File: src/rtl/q15_mul_pkg.sv
package q15_mul_pkg;
  localparam int unsigned LANE_W_DEF = 16;
  localparam int unsigned LANES_DEF  = 2;

  typedef enum logic {
    MODE_PAIR_Q15 = 1'b0,
    MODE_WIDE_Q31 = 1'b1
  } mul_mode_e;
endpackage

File: src/rtl/q15_lane_mul.sv
module q15_lane_mul #(
  parameter int unsigned W = 16
) (
  input  logic [W-1:0]   a,
  input  logic [W-1:0]   b,
  output logic [W-1:0]   q_rnd,
  output logic [2*W-1:0] q_wide,
  output logic           sat
);
  localparam int unsigned PW = 2 * W;
  localparam logic [W-1:0]  NEG_ONE  = {1'b1, {(W-1){1'b0}}};
  localparam logic [W-1:0]  MAX_NARROW = {1'b0, {(W-1){1'b1}}};
  localparam logic [PW-1:0] MAX_WIDE = {1'b0, {(PW-1){1'b1}}};
  localparam logic [PW:0]   HALF_LSB = (PW+1)'(1) << (W-1);

  logic signed [PW-1:0] ext_a;
  logic signed [PW-1:0] ext_b;
  logic signed [PW-1:0] prod;
  logic [PW-1:0]        dbl;
  logic [PW:0]          rnd_sum;

  always_comb begin
    ext_a   = signed'({{W{a[W-1]}}, a});
    ext_b   = signed'({{W{b[W-1]}}, b});
    prod    = ext_a * ext_b;
    dbl     = prod << 1;
    rnd_sum = {dbl[PW-1], dbl} + HALF_LSB;
    sat     = (a == NEG_ONE) && (b == NEG_ONE);
    q_rnd   = sat ? MAX_NARROW : rnd_sum[PW-1:W];
    q_wide  = sat ? MAX_WIDE : dbl;
  end

  // rounding never carries past the sign of the doubled product
  always_comb begin
    if (!sat) begin
      p_no_round_carry_r1: assert (rnd_sum[PW] == rnd_sum[PW-1])
        else $error("rounding carried out of the product");
    end
  end
endmodule

File: src/rtl/q15_sticky_flag.sv
module q15_sticky_flag (
  input  logic clk,
  input  logic rst_n,
  input  logic set_i,
  input  logic clr_i,
  output logic flag_o
);
  logic flag_q;
  logic flag_d;

  always_comb begin
    flag_d = set_i | (flag_q & ~clr_i);
  end

  always_ff @(posedge clk or negedge rst_n) begin
    if (!rst_n) flag_q <= 1'b0;
    else        flag_q <= flag_d;
  end

  assign flag_o = flag_q;

  // without a clear the bit never falls
  p_sticky_hold_r5: assert property (@(posedge clk) disable iff (!rst_n)
    flag_q && !clr_i |=> flag_q);
  // a set always wins on its edge
  p_set_wins_r6: assert property (@(posedge clk) disable iff (!rst_n)
    set_i |=> flag_q);
  // clear with no set empties the bit
  p_clear_r6: assert property (@(posedge clk) disable iff (!rst_n)
    clr_i && !set_i |=> !flag_q);
endmodule

File: src/rtl/q15_pair_mul.sv
module q15_pair_mul
  import q15_mul_pkg::*;
#(
  parameter int unsigned LANE_W = LANE_W_DEF,
  parameter int unsigned LANES  = LANES_DEF
) (
  input  logic                      clk,
  input  logic                      rst_n,
  input  logic                      in_valid,
  input  logic                      mode_full,
  input  logic [LANES*LANE_W-1:0]   op_a,
  input  logic [LANES*LANE_W-1:0]   op_b,
  input  logic                      sticky_clr,
  output logic                      res_valid,
  output logic [LANES*LANE_W-1:0]   result,
  output logic                      ovf,
  output logic                      sticky_ovf
);
  localparam int unsigned DATA_W = LANES * LANE_W;
  localparam int unsigned WIDE_W = 2 * LANE_W;
  localparam logic [LANE_W-1:0] NEG_ONE = {1'b1, {(LANE_W-1){1'b0}}};

  logic [DATA_W-1:0]  pair_res;
  logic [LANES-1:0]   lane_sat;
  logic [WIDE_W-1:0]  lane_wide [LANES];
  mul_mode_e          mode;

  logic [DATA_W-1:0]  result_d, result_q;
  logic               ovf_d, ovf_q;
  logic               vld_q;

  generate
    for (genvar g = 0; g < LANES; g++) begin : g_lane
      q15_lane_mul #(.W(LANE_W)) u_lane (
        .a      (op_a[g*LANE_W +: LANE_W]),
        .b      (op_b[g*LANE_W +: LANE_W]),
        .q_rnd  (pair_res[g*LANE_W +: LANE_W]),
        .q_wide (lane_wide[g]),
        .sat    (lane_sat[g])
      );
    end
  endgenerate

  always_comb begin
    mode = mul_mode_e'(mode_full);
    if (mode == MODE_WIDE_Q31) begin
      result_d = DATA_W'(lane_wide[0]);
      ovf_d    = lane_sat[0];
    end else begin
      result_d = pair_res;
      ovf_d    = |lane_sat;
    end
  end

  always_ff @(posedge clk or negedge rst_n) begin
    if (!rst_n) vld_q <= 1'b0;
    else        vld_q <= in_valid;
  end

  always_ff @(posedge clk or negedge rst_n) begin
    if (!rst_n) begin
      result_q <= '0;
      ovf_q    <= 1'b0;
    end else if (in_valid) begin
      result_q <= result_d;
      ovf_q    <= ovf_d;
    end
  end

  q15_sticky_flag u_sticky (
    .clk    (clk),
    .rst_n  (rst_n),
    .set_i  (in_valid & ovf_d),
    .clr_i  (sticky_clr),
    .flag_o (sticky_ovf)
  );

  assign res_valid = vld_q;
  assign result    = result_q;
  assign ovf       = ovf_q;

  // one-cycle latency and holding while idle
  p_latency_r8: assert property (@(posedge clk) disable iff (!rst_n)
    in_valid |=> res_valid);
  p_hold_r8: assert property (@(posedge clk) disable iff (!rst_n)
    !in_valid |=> $stable(result) && $stable(ovf) && !res_valid);
  // low lane clamp in pair mode
  p_sat_low_r3: assert property (@(posedge clk) disable iff (!rst_n)
    in_valid && !mode_full && op_a[LANE_W-1:0] == NEG_ONE && op_b[LANE_W-1:0] == NEG_ONE
    |=> result[LANE_W-1:0] == {1'b0, {(LANE_W-1){1'b1}}} && ovf);
  // wide clamp
  p_sat_wide_r7: assert property (@(posedge clk) disable iff (!rst_n)
    in_valid && mode_full && op_a[LANE_W-1:0] == NEG_ONE && op_b[LANE_W-1:0] == NEG_ONE
    |=> result[WIDE_W-1:0] == {1'b0, {(WIDE_W-1){1'b1}}} && ovf);
  // a reported overflow is always reflected in the sticky bit
  p_ovf_sticky_r5: assert property (@(posedge clk) disable iff (!rst_n)
    res_valid && ovf |-> sticky_ovf);
endmodule

File: config.mk
export PLATFORM = sky130hd
export DESIGN_NAME = q15_pair_mul
export DESIGN_NICKNAME = d
export VERILOG_FILES = /design/src/rtl/q15_mul_pkg.sv /design/src/rtl/q15_lane_mul.sv /design/src/rtl/q15_sticky_flag.sv /design/src/rtl/q15_pair_mul.sv
export SDC_FILE = /design/constraint.sdc
export NUM_CORES = 2
export LEC_CHECK = 0
export ABC_AREA = 1
export BUFFER_PORTS_ARGS = -buffer_cell sky130_fd_sc_hd__buf_4
export CORE_AREA = 2 2 193 195
export CTS_CLUSTER_SIZE = 8
export DETAILED_ROUTE_END_ITERATION = 10
export DIE_AREA = 0 0 195 197
export GPL_TIMING_DRIVEN = 0
export PLACE_DENSITY_LB_ADDON = 0.25
export SLEW_MARGIN = 15
export SYNTH_ARGS = -nofsm -noshare
export SYNTH_HDL_FRONTEND = slang
export SYNTH_SLANG_ARGS = --single-unit
File: constraint.sdc
create_clock -name clk -period 1.7 [get_ports clk]
set_input_delay 0.17 -clock clk [delete_from_list [all_inputs] [get_ports clk]]
set_output_delay 0.17 -clock clk [all_outputs]
set_load 0.05 [all_outputs]
==> impl_metrics.ini <==
[yosys]
ys_async_sr_fraction = 1.00
syn_inst = 3320
synthDistinctLibCells = 49
avgSynthCellArea_um2 = 7.23
synth_seq_cells = 35
synth-simple-area-share = 0.234
postSynthNetCount = 4059
synth_top_family_by_area = adder cells
synth_adder_area_share = 0.509
synth-xor-area-share = 0.0121
ys.flop_type = dfrtp_1
syn_area_mm2 = 0.0240
synth-edff-count = 0
synth_seq_area_share = 0.0365
synth-compound-area-share = 0.0312
yosys_warnings = 0
synthMuxAreaShare = 0

[grt]
grt_antenna_before_repair = 1
grt_pass1_vias = 24631
grtUsageTotal = 0.444
grt_overflow = 0
grt_max_degree = 36
grt_pass1_wl_mm = 131

[setup_path]
critPathKind = input port to flop
startpoint_type = input port
path_max_fanout = 8
required_ns = 1.87
arrival_ns = 6.22
worst_setup_path_end_kind = flop
reg2reg_slack_ns = 0.98

[drt]
drc = 0
drt-total-wl_mm = 89.6
antenna_left = 0
drtIter0Drc = 2676
vias_per_cell = 5.92
dr.pass1.iters = 9
wl_per_cell_um = 22.1
vias = 24037

[layout]
layout_commonest_cell = inv_1
areaGrowthSynthToFinish_pct = 31.2
diodes = 0
layout-drive-gt1-share = 0.278
fin_nets = 4328
fillCellCount = 1806
layout_common_cells = 884 x inv_1, 748 x nand2_1, 476 x fa_1

[floorplanning]
core_area_mm2 = 0.0363
ios = 104
rows = 70
die_x_um = 195
initial_core_util = 0.662
die_area_mm2 = 0.0384
dieHeight_um = 197

[clocking]
clock_latency_ns = 0.28
cts_made_buffers = 5
clock-sinks = 35
clockRootBuffer = clkbuf_16
cts_tree = done
htree_levels = 2
clockBufferDepth = 2
clk_pin_slew_ns = 0.06

[place]
pre_cts_slack_ns = -4.81
dpl.hpwl_mm = 60.6
place.gp.congestion = 0.976
io_buffers = 41

[timing]
period_share = 3.55
worst_slack_ns = -4.34
tightest_slew_ns = 0.973
skew_ns = 0
slew_viol_final = 0
rsz0062_at_grt = yes
hold_violations = 0
fin_crit_ns = 6.04
fmax_mhz = 166
setup_viol = 34
slew_headroom = 0.346

[outcome]
violations = setup timing
status = complete, but fails checks

[worst_hold_path]
hp-class = input port to flop

[job]
drv_cap = 0
-- worst paths after layout --
path / start / endpoint / cells past startpoint
max in group asynchronous: rst_n / result[29] / 2
min in group asynchronous: rst_n / result[0] / 2
min: in_valid / res_valid / 1
min reg2reg: result[20] / result[20] / 2
max reg2reg: result[0] / result[0] / 2
max: op_b[19] / result[22] / 25
-- stage by stage --
step / area (um^2) / instances / hold WS, ns / utilization / setup TNS [ns]
finish: 31500 / 4058 / 0.0223 / 0.869 / -132.92
global route: 31500 / 4058 / 0.0180 / 0.869 / -136.86
CTS: 30000 / 3994 / 0.0265 / 0.826 / -121.68
detailed placement: 26600 / 3829 / 0.142 / 0.732 / -147.51
global placement: 26500 / 3829 / 0.136 / 0.732 / -143.05
floorplan: 25700 / 3320 / -0.126 / - / -115.14
-- per-layer routing --
metal,GRT usage,routed length [um],up-vias
li1,-,-,10025
met1,0.581,31200,11597
met2,0.703,40700,1882
met3,0.131,12500,533
met4,0.171,5270,0
met5,0,0,-
-- synth_stat cells, types with 3 or more instances --
cell type / instances / area share
inv_1: 965 / 0.15
nand2_1: 915 / 0.14
fa_1: 511 / 0.43
ha_1: 159 / 0.083
nor2_1: 139 / 0.022
nand3_1: 107 / 0.022
clkbuf_1: 94 / 0.015
a21oi_1: 77 / 0.016
o21ai_0: 38 / 0.0079
dfrtp_1: 35 / 0.036
nand4_1: 35 / 0.0091
buf_1: 25 / 0.0039
nor4_1: 23 / 0.0060
inv_2: 20 / 0.0031
nand2_2: 20 / 0.0052
xnor2_1: 17 / 0.0062
nor3_1: 16 / 0.0033
nor2_2: 15 / 0.0039
or2_2: 14 / 0.0036
xor2_1: 13 / 0.0047
buf_2: 10 / 0.0021
nand3b_1: 8 / 0.0025
nand3_2: 6 / 0.0025
o21ai_1: 6 / 0.0013
o21bai_1: 6 / 0.0019
nand2_4: 5 / 0.0023
nor2_4: 5 / 0.0023
o211ai_1: 5 / 0.0016
buf_4: 3 / 0.00094
o21a_1: 3 / 0.00094
-- state kept, by name, indices dropped and copies added, names as in the netlist --
signal and count:
ovf 1, res_valid 1, result 32, u_sticky.flag_o 1
-- cell type report --
type / instances / area, um^2 / share of cell area
clock buffer: 5 / 125 / 0.00397
sequential: 35 / 876 / 0.0278
clock inverter: 3 / 20.0 / 0.000635
buffer: 136 / 2320 / 0.0737
tap: 468 / 586 / 0.0186
inverter: 987 / 3760 / 0.119
timing repair buffer: 262 / 2350 / 0.0747
multi-input combinational: 2162 / 21500 / 0.681
-- worst max-delay path, stage by stage --
cell and delay [ns]:
clkbuf_16 0.13, buf_12 0.14, buf_4 0.14, nand2_1 0.08
fa_1 0.46, fa_2 0.61, fa_2 0.46, fa_1 0.70
inv_1 0.10, fa_1 0.47, fa_1 0.57, ha_4 0.25
nand2_1 0.06, nand2_1 0.21, a21oi_4 0.28, nand2_1 0.10
nand2_1 0.10, nand4_1 0.14, nand2_4 0.14, nand3_4 0.10
nor3_4 0.35, xor2_1 0.20, nand2_1 0.10, nand3_1 0.07
nand2_1 0.05
-- cell families (layout without fill, tap and decap cells) --
| kind of cell | Yosys count | in the layout |
|---|---|---|
| AOI/OAI and AO/OA | 140 | 140 |
| DFF | 35 | 35 |
| buffers and inverters | 1123 | 1393 |
| xor gates and xnor gates | 31 | 31 |
| and+or+nand+nor | 1321 | 1321 |
| adders and majority gates | 670 | 670 |
-- repair_timing --
action,4_1_cts,5_1_grt
endpoints found under the setup margin,32,34
pin swaps,246,233
hold buffers,1,0
cloned,3,2
setup buffers,153,62
hold endpoints to repair,35,0
resized for setup,443,274
Power is not shown: default switching activity piles up to over one toggle a cycle in this logic, so the estimate is an artifact.
